## config.mk

```make
export PLATFORM = sky130hd
export DESIGN_NAME = hs_byte_port
export DESIGN_NICKNAME = d
export VERILOG_FILES = /design/src/rtl/hbp_pkg.sv /design/src/rtl/hbp_sync.sv /design/src/rtl/hbp_rx.sv /design/src/rtl/hbp_tx.sv /design/src/rtl/hs_byte_port.sv
export SDC_FILE = /design/constraint.sdc
export NUM_CORES = 1
export LEC_CHECK = 0
export BUFFER_PORTS_ARGS = -buffer_cell sky130_fd_sc_hd__buf_2
export CORE_AREA = 2 2 59 61
export DETAILED_ROUTE_END_ITERATION = 8
export DIE_AREA = 0 0 61 63
export PLACE_DENSITY = 0.74
export SKIP_LAST_GASP = 1
export SLEW_MARGIN = 40
export SYNTH_ARGS = -nofsm -noshare
export SYNTH_HDL_FRONTEND = slang
export SYNTH_SLANG_ARGS = --single-unit
```

## constraint.sdc

```tcl
create_clock -name clk -period 1.6 [get_ports clk]
set_input_delay 0.08 -clock clk [delete_from_list [all_inputs] [get_ports clk]]
set_output_delay 0.08 -clock clk [all_outputs]
set_load 0.005 [all_outputs]
```

## src/rtl/hbp_pkg.sv

```systemverilog
`timescale 1ns/1ps
package hbp_pkg;

  typedef enum logic {
    RX_OPEN = 1'b0,
    RX_HELD = 1'b1
  } rx_state_e;

  typedef enum logic [1:0] {
    TX_IDLE    = 2'd0,
    TX_SETUP   = 2'd1,
    TX_STROBE  = 2'd2,
    TX_RELEASE = 2'd3
  } tx_state_e;

  // high-to-low transition between two consecutive samples
  function automatic logic fell(input logic prev, input logic cur);
    return prev & ~cur;
  endfunction

  // receive side may raise ready again: strobe released and byte consumed
  function automatic logic may_reopen(input logic dav_n_s, input logic full);
    return dav_n_s & ~full;
  endfunction

  // send-side sequencing on the synchronized ready level
  function automatic tx_state_e tx_next(input tx_state_e cur, input logic accept,
                                        input logic rdy_s);
    tx_state_e nxt;
    nxt = cur;
    unique case (cur)
      TX_IDLE:    if (accept) nxt = TX_SETUP;
      TX_SETUP:   if (rdy_s)  nxt = TX_STROBE;
      TX_STROBE:  if (!rdy_s) nxt = TX_RELEASE;
      TX_RELEASE: if (rdy_s)  nxt = TX_IDLE;
      default:    nxt = TX_IDLE;
    endcase
    return nxt;
  endfunction

endpackage

```

## src/rtl/hbp_sync.sv

```systemverilog
`timescale 1ns/1ps
module hbp_sync #(
  parameter int              W       = 1,
  parameter int              STAGES  = 2,
  parameter logic [W-1:0]    RST_VAL = '0
) (
  input  logic         clk,
  input  logic         rst_n,
  input  logic [W-1:0] d,
  output logic [W-1:0] q
);

  logic [STAGES-1:0][W-1:0] stg_q;

  generate
    if (STAGES == 1) begin : g_single
      always_ff @(posedge clk or negedge rst_n) begin
        if (!rst_n) stg_q[0] <= RST_VAL;
        else        stg_q[0] <= d;
      end
    end else begin : g_chain
      always_ff @(posedge clk or negedge rst_n) begin
        if (!rst_n) stg_q <= {STAGES{RST_VAL}};
        else        stg_q <= {stg_q[STAGES-2:0], d};
      end
    end
  endgenerate

  assign q = stg_q[STAGES-1];

endmodule

```

## src/rtl/hbp_rx.sv

```systemverilog
`timescale 1ns/1ps
module hbp_rx
  import hbp_pkg::*;
#(
  parameter int DATA_W      = 8,
  parameter int SYNC_STAGES = 2
) (
  input  logic              clk,
  input  logic              rst_n,
  input  logic              en,
  input  logic              dav_n_a,
  input  logic [DATA_W-1:0] data_a,
  input  logic              rd_en,
  output logic              rdy,
  output logic [DATA_W-1:0] rd_data,
  output logic              rd_valid,
  output logic              done,
  output logic              cap_evt
);

  localparam int             SW       = DATA_W + 1;
  localparam logic [SW-1:0]  SYNC_RST = {1'b1, {DATA_W{1'b0}}};

  logic [SW-1:0]     s_q;
  logic              dav_s;
  logic [DATA_W-1:0] data_s;
  logic              dav_prev_q;
  rx_state_e         state_q;
  logic              full_q;
  logic              reopen_evt;

  // strobe and data travel the same pipeline, so the captured byte is the
  // one sampled together with the first low strobe
  hbp_sync #(.W(SW), .STAGES(SYNC_STAGES), .RST_VAL(SYNC_RST)) u_sync (
    .clk   (clk),
    .rst_n (rst_n),
    .d     ({dav_n_a, data_a}),
    .q     (s_q)
  );

  assign {dav_s, data_s} = s_q;

  assign cap_evt    = en && (state_q == RX_OPEN) && fell(dav_prev_q, dav_s);
  assign reopen_evt = en && (state_q == RX_HELD) && may_reopen(dav_s, full_q);

  always_ff @(posedge clk or negedge rst_n) begin
    if (!rst_n) begin
      dav_prev_q <= 1'b1;
      state_q    <= RX_OPEN;
      full_q     <= 1'b0;
      rd_data    <= '0;
      done       <= 1'b0;
    end else begin
      dav_prev_q <= dav_s;
      done       <= reopen_evt;
      if (!en)             state_q <= RX_OPEN;
      else if (cap_evt)    state_q <= RX_HELD;
      else if (reopen_evt) state_q <= RX_OPEN;
      if (cap_evt) begin
        full_q  <= 1'b1;
        rd_data <= data_s;
      end else if (rd_en) begin
        full_q  <= 1'b0;
      end
    end
  end

  assign rdy      = en && (state_q == RX_OPEN);
  assign rd_valid = full_q;

endmodule

```

## src/rtl/hbp_tx.sv

```systemverilog
`timescale 1ns/1ps
module hbp_tx
  import hbp_pkg::*;
#(
  parameter int DATA_W      = 8,
  parameter int SYNC_STAGES = 2
) (
  input  logic              clk,
  input  logic              rst_n,
  input  logic              en,
  input  logic              rdy_a,
  input  logic              wr_en,
  input  logic [DATA_W-1:0] wr_data,
  input  logic              err_clr,
  output logic              dav_n,
  output logic [DATA_W-1:0] data_o,
  output logic              busy,
  output logic              err,
  output logic              done,
  output logic              accept_evt,
  output logic              reject_evt
);

  logic [0:0] rdy_s;
  tx_state_e  state_q;
  tx_state_e  state_d;

  hbp_sync #(.W(1), .STAGES(SYNC_STAGES), .RST_VAL(1'b1)) u_sync (
    .clk   (clk),
    .rst_n (rst_n),
    .d     (rdy_a),
    .q     (rdy_s)
  );

  assign accept_evt = en && wr_en && (state_q == TX_IDLE);
  assign reject_evt = en && wr_en && (state_q != TX_IDLE);
  assign state_d    = tx_next(state_q, accept_evt, rdy_s[0]);

  always_ff @(posedge clk or negedge rst_n) begin
    if (!rst_n) begin
      state_q <= TX_IDLE;
      data_o  <= '0;
      err     <= 1'b0;
      done    <= 1'b0;
    end else begin
      state_q <= en ? state_d : TX_IDLE;
      done    <= en && (state_q == TX_RELEASE) && (state_d == TX_IDLE);
      if (accept_evt) data_o <= wr_data;
      if (reject_evt)   err <= 1'b1;
      else if (err_clr) err <= 1'b0;
    end
  end

  assign dav_n = (state_q != TX_STROBE);
  assign busy  = (state_q != TX_IDLE);

endmodule

```

## src/rtl/hs_byte_port.sv

```systemverilog
`timescale 1ns/1ps
module hs_byte_port #(
  parameter int DATA_W      = 8,
  parameter int SYNC_STAGES = 2
) (
  input  logic              clk,
  input  logic              rst_n,
  input  logic              cfg_out_mode,
  input  logic              pin_dav_n_i,
  output logic              pin_rdy_o,
  output logic              pin_dav_n_o,
  input  logic              pin_rdy_i,
  input  logic [DATA_W-1:0] pin_data_i,
  output logic [DATA_W-1:0] pin_data_o,
  output logic              pin_data_oe,
  input  logic              cpu_wr_en,
  input  logic [DATA_W-1:0] cpu_wr_data,
  output logic              cpu_busy,
  output logic              cpu_wr_err,
  input  logic              cpu_err_clr,
  input  logic              cpu_rd_en,
  output logic [DATA_W-1:0] cpu_rd_data,
  output logic              cpu_rd_valid,
  output logic              xfer_done
);

  // named internal events, brought out for the checker
  logic rx_cap_evt;
  logic rx_done;
  logic tx_accept_evt;
  logic tx_reject_evt;
  logic tx_done;

  hbp_rx #(.DATA_W(DATA_W), .SYNC_STAGES(SYNC_STAGES)) u_rx (
    .clk      (clk),
    .rst_n    (rst_n),
    .en       (!cfg_out_mode),
    .dav_n_a  (pin_dav_n_i),
    .data_a   (pin_data_i),
    .rd_en    (cpu_rd_en),
    .rdy      (pin_rdy_o),
    .rd_data  (cpu_rd_data),
    .rd_valid (cpu_rd_valid),
    .done     (rx_done),
    .cap_evt  (rx_cap_evt)
  );

  hbp_tx #(.DATA_W(DATA_W), .SYNC_STAGES(SYNC_STAGES)) u_tx (
    .clk        (clk),
    .rst_n      (rst_n),
    .en         (cfg_out_mode),
    .rdy_a      (pin_rdy_i),
    .wr_en      (cpu_wr_en),
    .wr_data    (cpu_wr_data),
    .err_clr    (cpu_err_clr),
    .dav_n      (pin_dav_n_o),
    .data_o     (pin_data_o),
    .busy       (cpu_busy),
    .err        (cpu_wr_err),
    .done       (tx_done),
    .accept_evt (tx_accept_evt),
    .reject_evt (tx_reject_evt)
  );

  assign pin_data_oe = cfg_out_mode;
  assign xfer_done   = rx_done | tx_done;

endmodule

```

* After elaboration in Yosys (flattened, before gate mapping)
Cells that the tools add are included.
** Storage, ports and cells
- Input bits :: 24
- Word-level logic and storage cells :: 52
- Bits in registers :: 44
- Output and inout port bits :: 23
** Operators by class
- Bitwise logic cells :: 6
- Reductions and logical operators :: 16
- Equal/unequal tests :: 4
- Muxes and demuxes :: 13
** Operator list (number)
- 2-bit 2-to-1 mux :: 5
- 1-bit logical AND :: 9
- 2-bit one-hot mux with 4 select lines :: 1
- 1-bit 2-to-1 mux :: 7
- 2-bit nonzero test :: 3
- 2-bit equality test, second input constant :: 2
- 2-bit zero test :: 2
- 1-bit inverter :: 3
- 3-bit nonzero test :: 1
- 1-bit bitwise AND :: 2
- 2-bit by 1-bit equality test with 1-bit output, second input constant :: 1
- 2-bit != test, second input constant :: 1
- 1-bit zero test :: 1
- 1-bit bitwise OR :: 1

* Longest topological paths before layout
Gate-level depths: netlist of the first run.
- Depth in word-level cells :: 6
- Mapped depth :: 4
- Mapped depth without buffers :: 4

* Modules after synthesis
A second synthesis of the first run with hierarchy kept.
** Unflattened totals
- Cell total of the unflattened synthesis :: 96
- Area total of the unflattened synthesis :: 1585.3 sq um
** Modules (own cells, without submodules)
- hbp_sync (u_rx.u_sync) :: cells each 27, seq. area each 452.9 sq um, area an instance 520.5 sq um, instances 1
- hbp_rx :: cells each 31, seq. area each 301.5 sq um, area an instance 499.2 sq um, instances 1
- hbp_tx :: cells each 33, seq. area each 300.3 sq um, area an instance 495.5 sq um, instances 1
- hbp_sync (u_tx.u_sync) :: cells each 2, seq. area each 52.6 sq um, area an instance 52.6 sq um, instances 1
- hs_byte_port :: cells each 3, seq. area each 0.0 sq um, area an instance 17.5 sq um, instances 1

* Least setup slack after synthesis of the first run
OpenSTA, ideal clock, no wires.
- Path type :: reg-to-reg
- From :: reg u_rx.dav_prev_q
- To :: reg u_rx.rd_data[0]
- Slack :: 0.253 ns
- Clock period less this slack :: 1.347 ns
- Data arrival time :: 1.222 ns
- Data required time :: 1.475 ns
- Library setup time :: 0.125 ns
- Cell stages (with the launch flop) :: 4
- Buffers on the path :: 0
- Cell sequence :: dfstp_2 > nand2b_4 > nor3_4 > mux2_2
** Between the ends
- Longest elaborated chain between the ends :: 2
** Ends and longest elaborated chain
- start: declaration :: line hbp_rx.sv:27 : logic dav_prev_q;
- start signal: assignment :: line hbp_rx.sv:54 : dav_prev_q <= dav_s;
- 1-bit bitwise AND :: line hbp_pkg.sv:18 : return prev & ~cur;
- 1-bit logical AND :: line hbp_rx.sv:43 : assign cap_evt = en && (state_q == RX_OPEN) && fell(dav_prev_q, dav_s);
- end signal: assignment :: line hbp_rx.sv:61 : rd_data <= data_s;
- end: declaration :: line hbp_rx.sv:15 : output logic [DATA_W-1:0] rd_data,
No other way between the ends.
A chain may end at the register's enable or synchronous reset.

* Worst setup path after layout of the first run
- From :: reg u_tx.state_q[1]
- To :: reg u_tx.data_o[7]
** Between the ends
- Longest elaborated chain between the ends :: 2
** Ends and longest elaborated chain
- start: declaration :: line hbp_tx.sv:25 : tx_state_e state_q;
- start signal: assignment :: line hbp_tx.sv:46 : state_q <= en ? state_d : TX_IDLE;
- 2-bit zero test :: line hbp_tx.sv:35 : assign accept_evt = en && wr_en && (state_q == TX_IDLE);
- 1-bit logical AND :: line hbp_tx.sv:35
- end signal: assignment :: line hbp_tx.sv:48 : if (accept_evt) data_o <= wr_data;
- end: declaration :: line hbp_tx.sv:16 : output logic [DATA_W-1:0] data_o,
No other way between the ends.

==> run metrics, run 1 <==
status finished, final reports clean; Ant. Diodes 0; clk sinks 44; chip height 63 µm; # H-tree levels 2; final setup skew roughly 0.0079 ns; # setup viols final 0; Std-Cell Core Area approximately 3200 µm²; IO Port Bufs 46; Synth Register Bits 44; Crit path max-delay family flip-flops; Avg Vias per Cell about 4.4; worst slew pin tran about 0.44 ns; initial drt markers 8; CTS clk-pin slew, worst paths about 0.12 ns; Crit. End Element flip-flop; Initial Util roughly 45%; largest net degree at the start of global routing 22; die area 3843 µm²; WP data required 1.83 ns; simple-gate share of the synthesized area under 10%; total CTS buffers 5; Synth Instances 86; synth top area cells dfrtp_1 (67%), mux2_2 (12%), dfstp_2 (9.0%); fin nets about 190; Fin Setup TNS 0 ns; Yosys cell types 21; largest family of logic cells by synthesized area multiplexers; Crit path largest cell delay approximately 0.43 ns; Fmax achieved approximately 700 MHz; Post-Synth XOR/XNOR Area less than 1%; Die W between 60 and 70 µm; CP Max Fanout 8; drt wl/cell around 13 µm; Detailed Place HPWL around 1.8 mm; final instance area slightly above 2000 µm²; area growth from synthesis to layout 40.92%; LEAKAGE approximately 0.001 µW; CTS tree built; Min Clock Period, post-route around 1.4 ns; clk buf depth 2; IO Pins 47; Final Hold Vio Count 0; period utilisation layout between 80% and 90%; post-synthesis mux area share between 10% and 20%; GRT Resource Usage Total 16.75%; via count 930; CTS root buffer clkbuf_4; Routed WL 2.766 mm; initial antenna violation count 0; WS Path Type reg2reg; syn_nets between 100 and 150; max cap viols 0; Worst-Skew Late Latency around 0.34 ns; vias in the first global route ~960; Yosys top cell by area dfrtp_1; area post-placement about 1800 µm²; worst path buffer plus inverter count 1; Syn Std Cell Area ~1500 µm²; fraction of layout cells with a size suffix above 1 around half; Final WS setup about 0.16 ns; worst-path cell chain nor2_1, inv_1, nor2_4, mux2_2; Cell Pwr Density roughly 1100 nW/µm²; Worst path slowest cell dfrtp_1; first-pass iteration count of the detailed router 4; Rows 21; GRT Residual Overflow 0; Worst Path Arrival around 1.7 ns; RSZ-0062 raised after global routing false; compound-gate portion of the synthesized area 2.397%; Hold WC Path Type in2async; worst slack, placed 0.1918 ns; Seq/Total Area, Yosys about three quarters; placer congestion estimate approximately 0.63; fin util a little under two thirds; DRC 0; top-area cell type share of the netlist area between 60% and 70%; postcts setup bufs 0; Peak VDD IR approximately 0.73 mV; Slew headroom a little under three quarters; Syn. warnings 0; average size of a mapped cell approximately 17 µm²; Antenna Nets Post-Route 0; Pins Over Slew Limit 0; CP startpoint kind flip-flop; Synth Area in Adders 0%; first-pass GRT wire length ~4.5 mm
## synth_stat cells
cell	n
dfrtp_1	39
mux2_2	16
dfstp_2	5
inv_1	4
nand2_1	4
nor2_1	3
a21o_2	1
a21oi_1	1
and2_2	1
buf_4	1
buf_6	1
nand2b_1	1
nand2b_4	1
nor2_4	1
nor3_4	1
nor4b_1	1
o211a_1	1
o21ai_0	1
o22ai_1	1
or2_2	1
xnor2_1	1
## final timing paths
| check | endpoint | start | cells past startpoint | slack [ns] |
|---|---|---|---|---|
| max in group asynchronous | u_tx.u_sync.stg_q[0] | rst_n | 3 | 0.77 |
| setup / recovery | u_tx.data_o[7] | u_tx.state_q[1] | 4 | 0.16 |
| hold reg to reg | u_rx.u_sync.q[6] | u_rx.u_sync.stg_q[6] | 0 | 0.36 |
| setup reg to reg | u_tx.data_o[7] | u_tx.state_q[1] | 4 | 0.16 |
| hold / removal | u_rx.state_q | rst_n | 2 | 0.21 |
| min in group clk | u_rx.u_sync.q[6] | u_rx.u_sync.stg_q[6] | 0 | 0.36 |
## state kept, by name (all words and copies together) (netlist names)
signal / cells
u_rx.state_q: 1
u_tx.done: 1
u_tx.err: 1
u_rx.u_sync.stg_q: 9
u_rx.done: 1
u_rx.rd_valid: 1
u_tx.state_q: 2
u_tx.u_sync.q: 1
u_tx.u_sync.stg_q: 1
u_rx.dav_prev_q: 1
u_rx.rd_data: 8
u_rx.u_sync.q: 9
u_tx.data_o: 8
## cells by family (layout without fill, tap and decap cells)
logic type,Yosys count,in the layout
flip-flops,44,44
XOR/XNOR,1,1
buffers and inverters,6,85
AO/OA/AOI/OAI,5,5
AND/OR/NAND/NOR,14,14
multiplexers,16,16
## what timing repair did
item,CTS,global route
endpoints found under the hold margin,41,0
hold buffers,23,0
resized for setup,0,0
## cell usage in the layout, fill, tap and decap left out, drive strengths merged
master and count:
buf 50, dfrtp 39, dlygate4sd3 23, mux2 16, clkbuf 8, dfstp 5
inv 4, nand2 4, nor2 4, nand2b 2, o211a 1, nor4b 1
or2 1, xnor2 1, and2 1, nor3 1, a21o 1, o21ai 1
a21oi 1, o22ai 1
## worst register-to-register path, stage by stage (launching register included)
cell	delay (ns)
dfrtp_1	0.43
nor2_1	0.16
inv_1	0.12
nor2_4	0.24
mux2_2	0.37
## layer usage
metal | GRT usage, % | vias up | wire, µm
li1 | - | 441 | -
met1 | 20.08 | 458 | 1100
met2 | 26.61 | 26 | 1492
met3 | 6.625 | 5 | 129
met4 | 6.522 | 0 | 44
met5 | 0 | - | 0
## power breakdown
group,leakage (µW),internal (µW),switching (µW)
logic,0.000440,228,149
registers,0.000522,1250,73.0
clock network,0.0000386,259,322
## layout make-up
| cell class | instances | area [µm²] |
|---|---|---|
| Fill cell | 229 | 1172 |
| Sequential cell | 44 | 1107 |
| Timing Repair Buffer | 73 | 490.5 |
| Multi-Input combinational cell | 36 | 320.3 |
| Clock buffer | 8 | 68.82 |
| Tap cell | 46 | 57.56 |
| Inverter | 4 | 15.01 |
## per-stage QoR
step                      hold slack (ns)  power [µW]  std cells
after floorplan                   -0.2156        1482         86
after global placement            0.03662        1654        180
after detailed placement          0.04244        1682        180
after CTS                          0.1983        2316        211
after global routing               0.2280        2402        211
final                              0.2129        2282        211
No activity file was read; power rests on OpenSTA's default activity.
==> run 2: changes to the inputs <==
Settings changed: CORE_AREA 2 2 59 61 to 2 2 57 59, CTS_BUF_LIST set to sky130_fd_sc_hd__clkbuf_4, DIE_AREA 0 0 61 63 to 0 0 59 61, PLACE_DENSITY 0.74 to 0.79.
==> run 2 against run 1 <==
Against the previous run: die area decreased by 6.3%; utilization increased by 5.3 points; critical path depth decreased by 1; first-iteration DRC count increased by 75%; non-clock buffer count decreased by 2; setup slack got worse by 0.064 ns; via count decreased by 1.4%; cell area decreased by 0.97%; count of clock-buffer cells in the layout decreased by 2; largest cell class unchanged; largest power group unchanged.
==> run metrics, run 2 (synthesis gave the netlist of run 1 again) <==
Cell Pwr Density 1154 nW/µm²; Flop pwr share a little under three fifths; worst slew pin tran ~0.64 ns; Worst path slowest cell dfstp_2; RSZ-0062 raised after global routing false; GRT Residual Overflow 0; CP startpoint kind flip-flop; chip height 61 µm; Slew headroom between 50% and 60%; Pins Over Slew Limit 0; worst-path cell chain nand2b_4, nor3_4, mux2_2; Fmax achieved between 600 and 700 MHz; Crit path max-delay family flip-flops; Hold WS between 0.3 and 0.4 ns; Die W 59 µm; IO Port Bufs 46; GRT met1 Usage 20.29%; Detailed Place HPWL ~1.7 mm; CP Max Fanout 9; sw frac 22.62%; Fin Setup TNS 0 ns; CTS clk-pin slew, worst paths 0.12 ns; Crit path largest cell delay between 0.5 and 0.6 ns; WP data required around 1.8 ns; most common cell after layout, fill and taps aside buf_2; clock share of power roughly 28%; initial antenna violation count 0; status finished, final reports clean; Avg Vias per Cell approximately 4.7; via count ~920; vias in the first global route about 960; LEAKAGE 0.0009963 µW; CTS root buffer clkbuf_4; IO Pins 47; area growth from synthesis to layout 39.56%; worst path buffer plus inverter count 0; Final Hold Vio Count 0; final instance area approximately 2000 µm²; # H-tree levels 2; FF-to-FF Start u_rx.dav_prev_q; Ant. Diodes 0; fin nets around 190; GRT Resource Usage Total approximately 17%; first-pass GRT wire length between 4 and 5 mm; Final WS setup roughly 0.1 ns; die area ~3600 µm²; Routed WL between 2 and 3 mm; worst slack, placed 0.1132 ns; postcts setup bufs 0; Worst-Skew Late Latency approximately 0.34 ns; Rows 20; busiest grt layer met2; # setup viols final 0; met2 global-route usage approximately a quarter; Crit. End Element flip-flop; first-pass iteration count of the detailed router 3; Comb pwr share roughly 16%; Peak VDD IR 0.6280 mV; area post-placement about 1700 µm²; drt wl/cell roughly 13 µm; final setup skew around 0.006 ns; Hold WC Path Type in2async; initial drt markers 14; # hold bufs at CTS 23; fraction of layout cells with a size suffix above 1 between 50% and 60%; Min Clock Period, post-route 1.499 ns; Antenna Nets Post-Route 0; net switching power figure 532.4 µW; # resized after CTS 0; Pint 1821 µW; placer congestion estimate 0.6503; CTS tree built; largest net degree at the start of global routing 32; period utilisation layout roughly 94%; Initial Util between 40 and 50%; Std-Cell Core Area between 2000 and 3000 µm²; total CTS buffers 5; met3 Resource Use GR 6.610%; Critical Path Start u_rx.dav_prev_q; Worst Path Arrival around 1.7 ns; clk sinks 44; clk buf depth 2; WS Path Type reg2reg; DRC 0; commonest non-fill, non-tap cells in the layout buf_2 (46), dfrtp_1 (39), dlygate4sd3_1 (23); max cap viols 0
run 2: changes by cell type in the layout (fill, tap and decap cells not counted), sizes merged:
cell	before	now
buf	50	48
clkbuf	8	6
bufinv	0	1
clkinv	0	1
run 2: metrics by stage:
stage	total power, µW	util, %	instances
6_report	2354	69.07	196
5_1_grt	2496	69.07	196
4_1_cts	2390	69.07	196
3_5_place_dp	1671	58.56	165
3_3_place_gp	1650	58.56	165
2_1_floorplan	1482	-	86
run 2: final cells by class:
cell class	count	area (µm²)
clock buffer	6	45.04
clock inverter	2	35.03
fill	224	913.4
inverter	4	15.01
multi-input combinational	36	320.3
sequential	44	1107
tap	33	41.29
timing repair buffer	71	475.5
run 2: power by group through the flow:
stage	clock network [µW]	logic [µW]	registers, µW
2_1_floorplan	0	140	1340
3_3_place_gp	0	319	1330
3_5_place_dp	0	332	1340
4_1_cts	695	377	1320
5_1_grt	746	412	1340
6_report	666	371	1320
run 2: layer usage:
metal  share of wire (%)  wire length [µm]  vias to the layer above
met2                  53              1365                       24
met5                   0                 0                        -
met4                 2.1                53                        0
met3                 4.6               117                        7
li1                    -                 -                      436
met1                  40              1024                      450
run 2: worst reg2reg max path, stage by stage (launching register included):
cell	delay (ns)
dfstp_2	0.56
nand2b_4	0.06
nor3_4	0.37
mux2_2	0.40
run 2: final timing paths:
path	depth (start not counted)	slack, ns	end
worst min-delay path	2	0.30	u_rx.u_sync.stg_q[2]
worst min register to register	0	0.36	u_rx.u_sync.q[8]
worst max register to register	3	0.10	u_rx.rd_data[5]
min in group clk	0	0.36	u_rx.u_sync.q[8]
max in group asynchronous	3	0.72	u_tx.data_o[7]
worst max-delay path	3	0.10	u_rx.rd_data[5]
==> run 3: changes to the inputs <==
Settings changed: CORE_AREA 2 2 57 59 to 2 2 59 61, DIE_AREA 0 0 59 61 to 0 0 61 63, PLACE_DENSITY 0.79 to 0.78, SYNTH_HIERARCHICAL set to 1.
==> run 3 against run 2 <==
Against the previous run: die area rose by 6.8%; utilization fell by 4.7 points; count of clock-buffer cells in the layout fell by 1; critical path depth did not move; largest cell class unchanged; via count rose by 1.4%; global-route usage fell by 0.52 points; maximum frequency rose by 4.3%; first-iteration DRC count rose by 21%; sequential share of layout area fell by 1.1 points; setup slack improved by 0.062 ns; cell count rose by 6.6%; sequential cell count did not move.
==> run metrics, run 3 <==
top-area cell type share of the netlist area a little over 60%; chip height ~63 µm; worst slew pin tran roughly 0.52 ns; GRT Residual Overflow 0; final std cells w/o fill 209; syn_nets between 100 and 150; commonest non-fill, non-tap cells in the layout buf_2 (46), dfrtp_1 (39), dlygate4sd3_1 (23); WP data required approximately 1.9 ns; # setup viols final 0; Std-Cell Core Area about 3200 µm²; Yosys top cell by area dfrtp_1; total CTS buffers 5; Hold WS around 0.3 ns; CTS clk-pin slew, worst paths roughly 0.13 ns; status finished, final reports clean; IO Port Bufs 46; Worst-Skew Late Latency about 0.36 ns; net switching power figure 550.1 µW; IO Pins 47; worst reg-to-reg setup slack roughly 0.16 ns; Avg Vias per Cell between 4 and 5; die area between 3000 and 4000 µm²; Yosys cell types 23; CP startpoint kind flip-flop; LEAKAGE 0.001046 µW; average size of a mapped cell between 15 and 20 µm²; Worst Path Arrival between 1.5 and 2 ns; final setup skew ~0.014 ns; Pint 1661 µW; synth top area cells dfrtp_1 (62%), dfstp_2 (8.3%), mux2_4 (7.6%); RSZ-0062 raised after global routing false; initial drt markers 17; Cell Pwr Density 1063 nW/µm²; # fillers 250; Peak VDD IR approximately 0.71 mV; Detailed Place HPWL about 1.7 mm; clk buf depth 2; # hold bufs at CTS 22; CP Max Fanout 8; R2R Path End u_tx/data_o[4]; clk sinks 44; R2R depth 3; CTS root buffer clkbuf_4; FF-to-FF Start u_tx/state_q[1]; Routed WL between 2 and 3 mm; Ant. Diodes 0; Fin Setup TNS 0 ns; Die W a little over 60 µm; Slew headroom approximately two thirds; most frequent cell after synthesis dfrtp_1; Initial Util approximately half; first-pass GRT wire length about 4.4 mm; sw frac between 20 and 25%; Pins Over Slew Limit 0; area growth from synthesis to layout 31.26%; period utilisation layout 89.82%; clock share of power about a quarter; initial antenna violation count 0; drt wl/cell 12.89 µm; Syn. warnings 6; final instance area ~2100 µm²; Most used DFF post-synth dfrtp_1; GRT Resource Usage Total between 15 and 20%; fin nets around 190; Synth top cells by count dfrtp_1 (39), buf_4 (11), mux2_2 (8), mux2_4 (8), dfstp_2 (5); placer congestion estimate between 0.6 and 0.7; Antenna Nets Post-Route 0; Fmax achieved just under 700 MHz; vias in the first global route a little under 1000; fraction of layout cells with a size suffix above 1 roughly half; area post-placement approximately 1800 µm²; Comb pwr share between 15 and 20%; Placed Instances about 180; # resized after CTS 0; fraction of registers with async set or reset after synthesis 100.0%; first-pass iteration count of the detailed router 2; Flop pwr share 59.5%; Seq/Total Area, Yosys 69.85%; Synth Instances between 90 and 100; largest net degree at the start of global routing 45; Rows 21; WS Path Type reg2reg; postcts setup bufs 0; DRC 0; via count between 900 and 1000; fin util between 60% and 70%; number of flops mapped to enable cells by yosys 0; CTS tree built; Synth Register Bits 44; Min Clock Period, post-route about 1.4 ns; # H-tree levels 2; Syn Std Cell Area 1585 µm²; Crit. End Element flip-flop; Final Hold Vio Count 0; Hold WC Path Type in2async; most common cell after layout, fill and taps aside buf_2; max cap viols 0
## run 3: cell types whose count changed after synthesis, moves of 2 or more
cell,before,now
nor2_1,3,0
mux2_2,16,8
buf_4,1,11
mux2_4,0,8
a21boi_0,0,2
nand2_1,4,2
## run 3: worst max-delay path: stages (launching register included)
cell      delay (ns)
dfrtp_1         0.47
nor4bb_2        0.31
buf_4           0.21
mux2_2          0.35
## run 3: worst max path at each step
stage                          start              end  cells past startpoint
global placement     u_tx/state_q[1]   u_tx/data_o[2]                      3
global route         u_tx/state_q[1]   u_tx/data_o[7]                      3
CTS                  u_tx/state_q[1]   u_tx/data_o[6]                      3
detailed placement   u_tx/state_q[1]   u_tx/data_o[6]                      3
finish               u_tx/state_q[1]   u_tx/data_o[4]                      3
floorplan           u_rx/u_sync/q[8]  u_rx/rd_data[0]                      5
## run 3: cell type report
type,instances,area [µm²],area share (%)
sequential,44,1107,53.22
timing repair buffer,71,475.5,22.85
multi-input combinational,36,369.1,17.74
tap,46,57.56,2.766
clock buffer,5,37.54,1.804
clock inverter,3,18.77,0.9020
inverter,4,15.01,0.7216
## run 3: cells by family (layout without fill, tap and decap cells)
group | count (synthesis) | count (layout) | synth area share, %
flip-flops | 44 | 44 | 69.85
multiplexers | 16 | 16 | 13.26
buffers and inverters | 16 | 83 | 6.866
AND/OR/NAND/NOR | 11 | 11 | 5.684
AO/OA/AOI/OAI | 9 | 9 | 4.341
## run 3: power groups by stage
stage | logic [µW] | registers [µW] | clock network [µW]
after global placement | 329 | 1330 | 0
after detailed placement | 339 | 1340 | 0
after global routing | 414 | 1330 | 607
final | 381 | 1320 | 514
after CTS | 381 | 1320 | 540
after floorplan | 172 | 1340 | 0
## run 3: routing by layer
| layer | vias to the layer above | track usage [%] | share of wire (%) |
|---|---|---|---|
| met2 | 22 | 26.88 | 57 |
| met3 | 6 | 6.625 | 4.8 |
| li1 | 440 | - | - |
| met5 | - | 0 | 0 |
| met4 | 0 | 8.424 | 1.7 |
| met1 | 462 | 17.11 | 37 |
## run 3: metrics by stage
stage               power [µW]  setup WS, ns
floorplan                 1510        0.2755
global placement          1657        0.2348
detailed placement        1680        0.1902
CTS                       2240        0.1670
global route              2355       0.08937
finish                    2211        0.1629
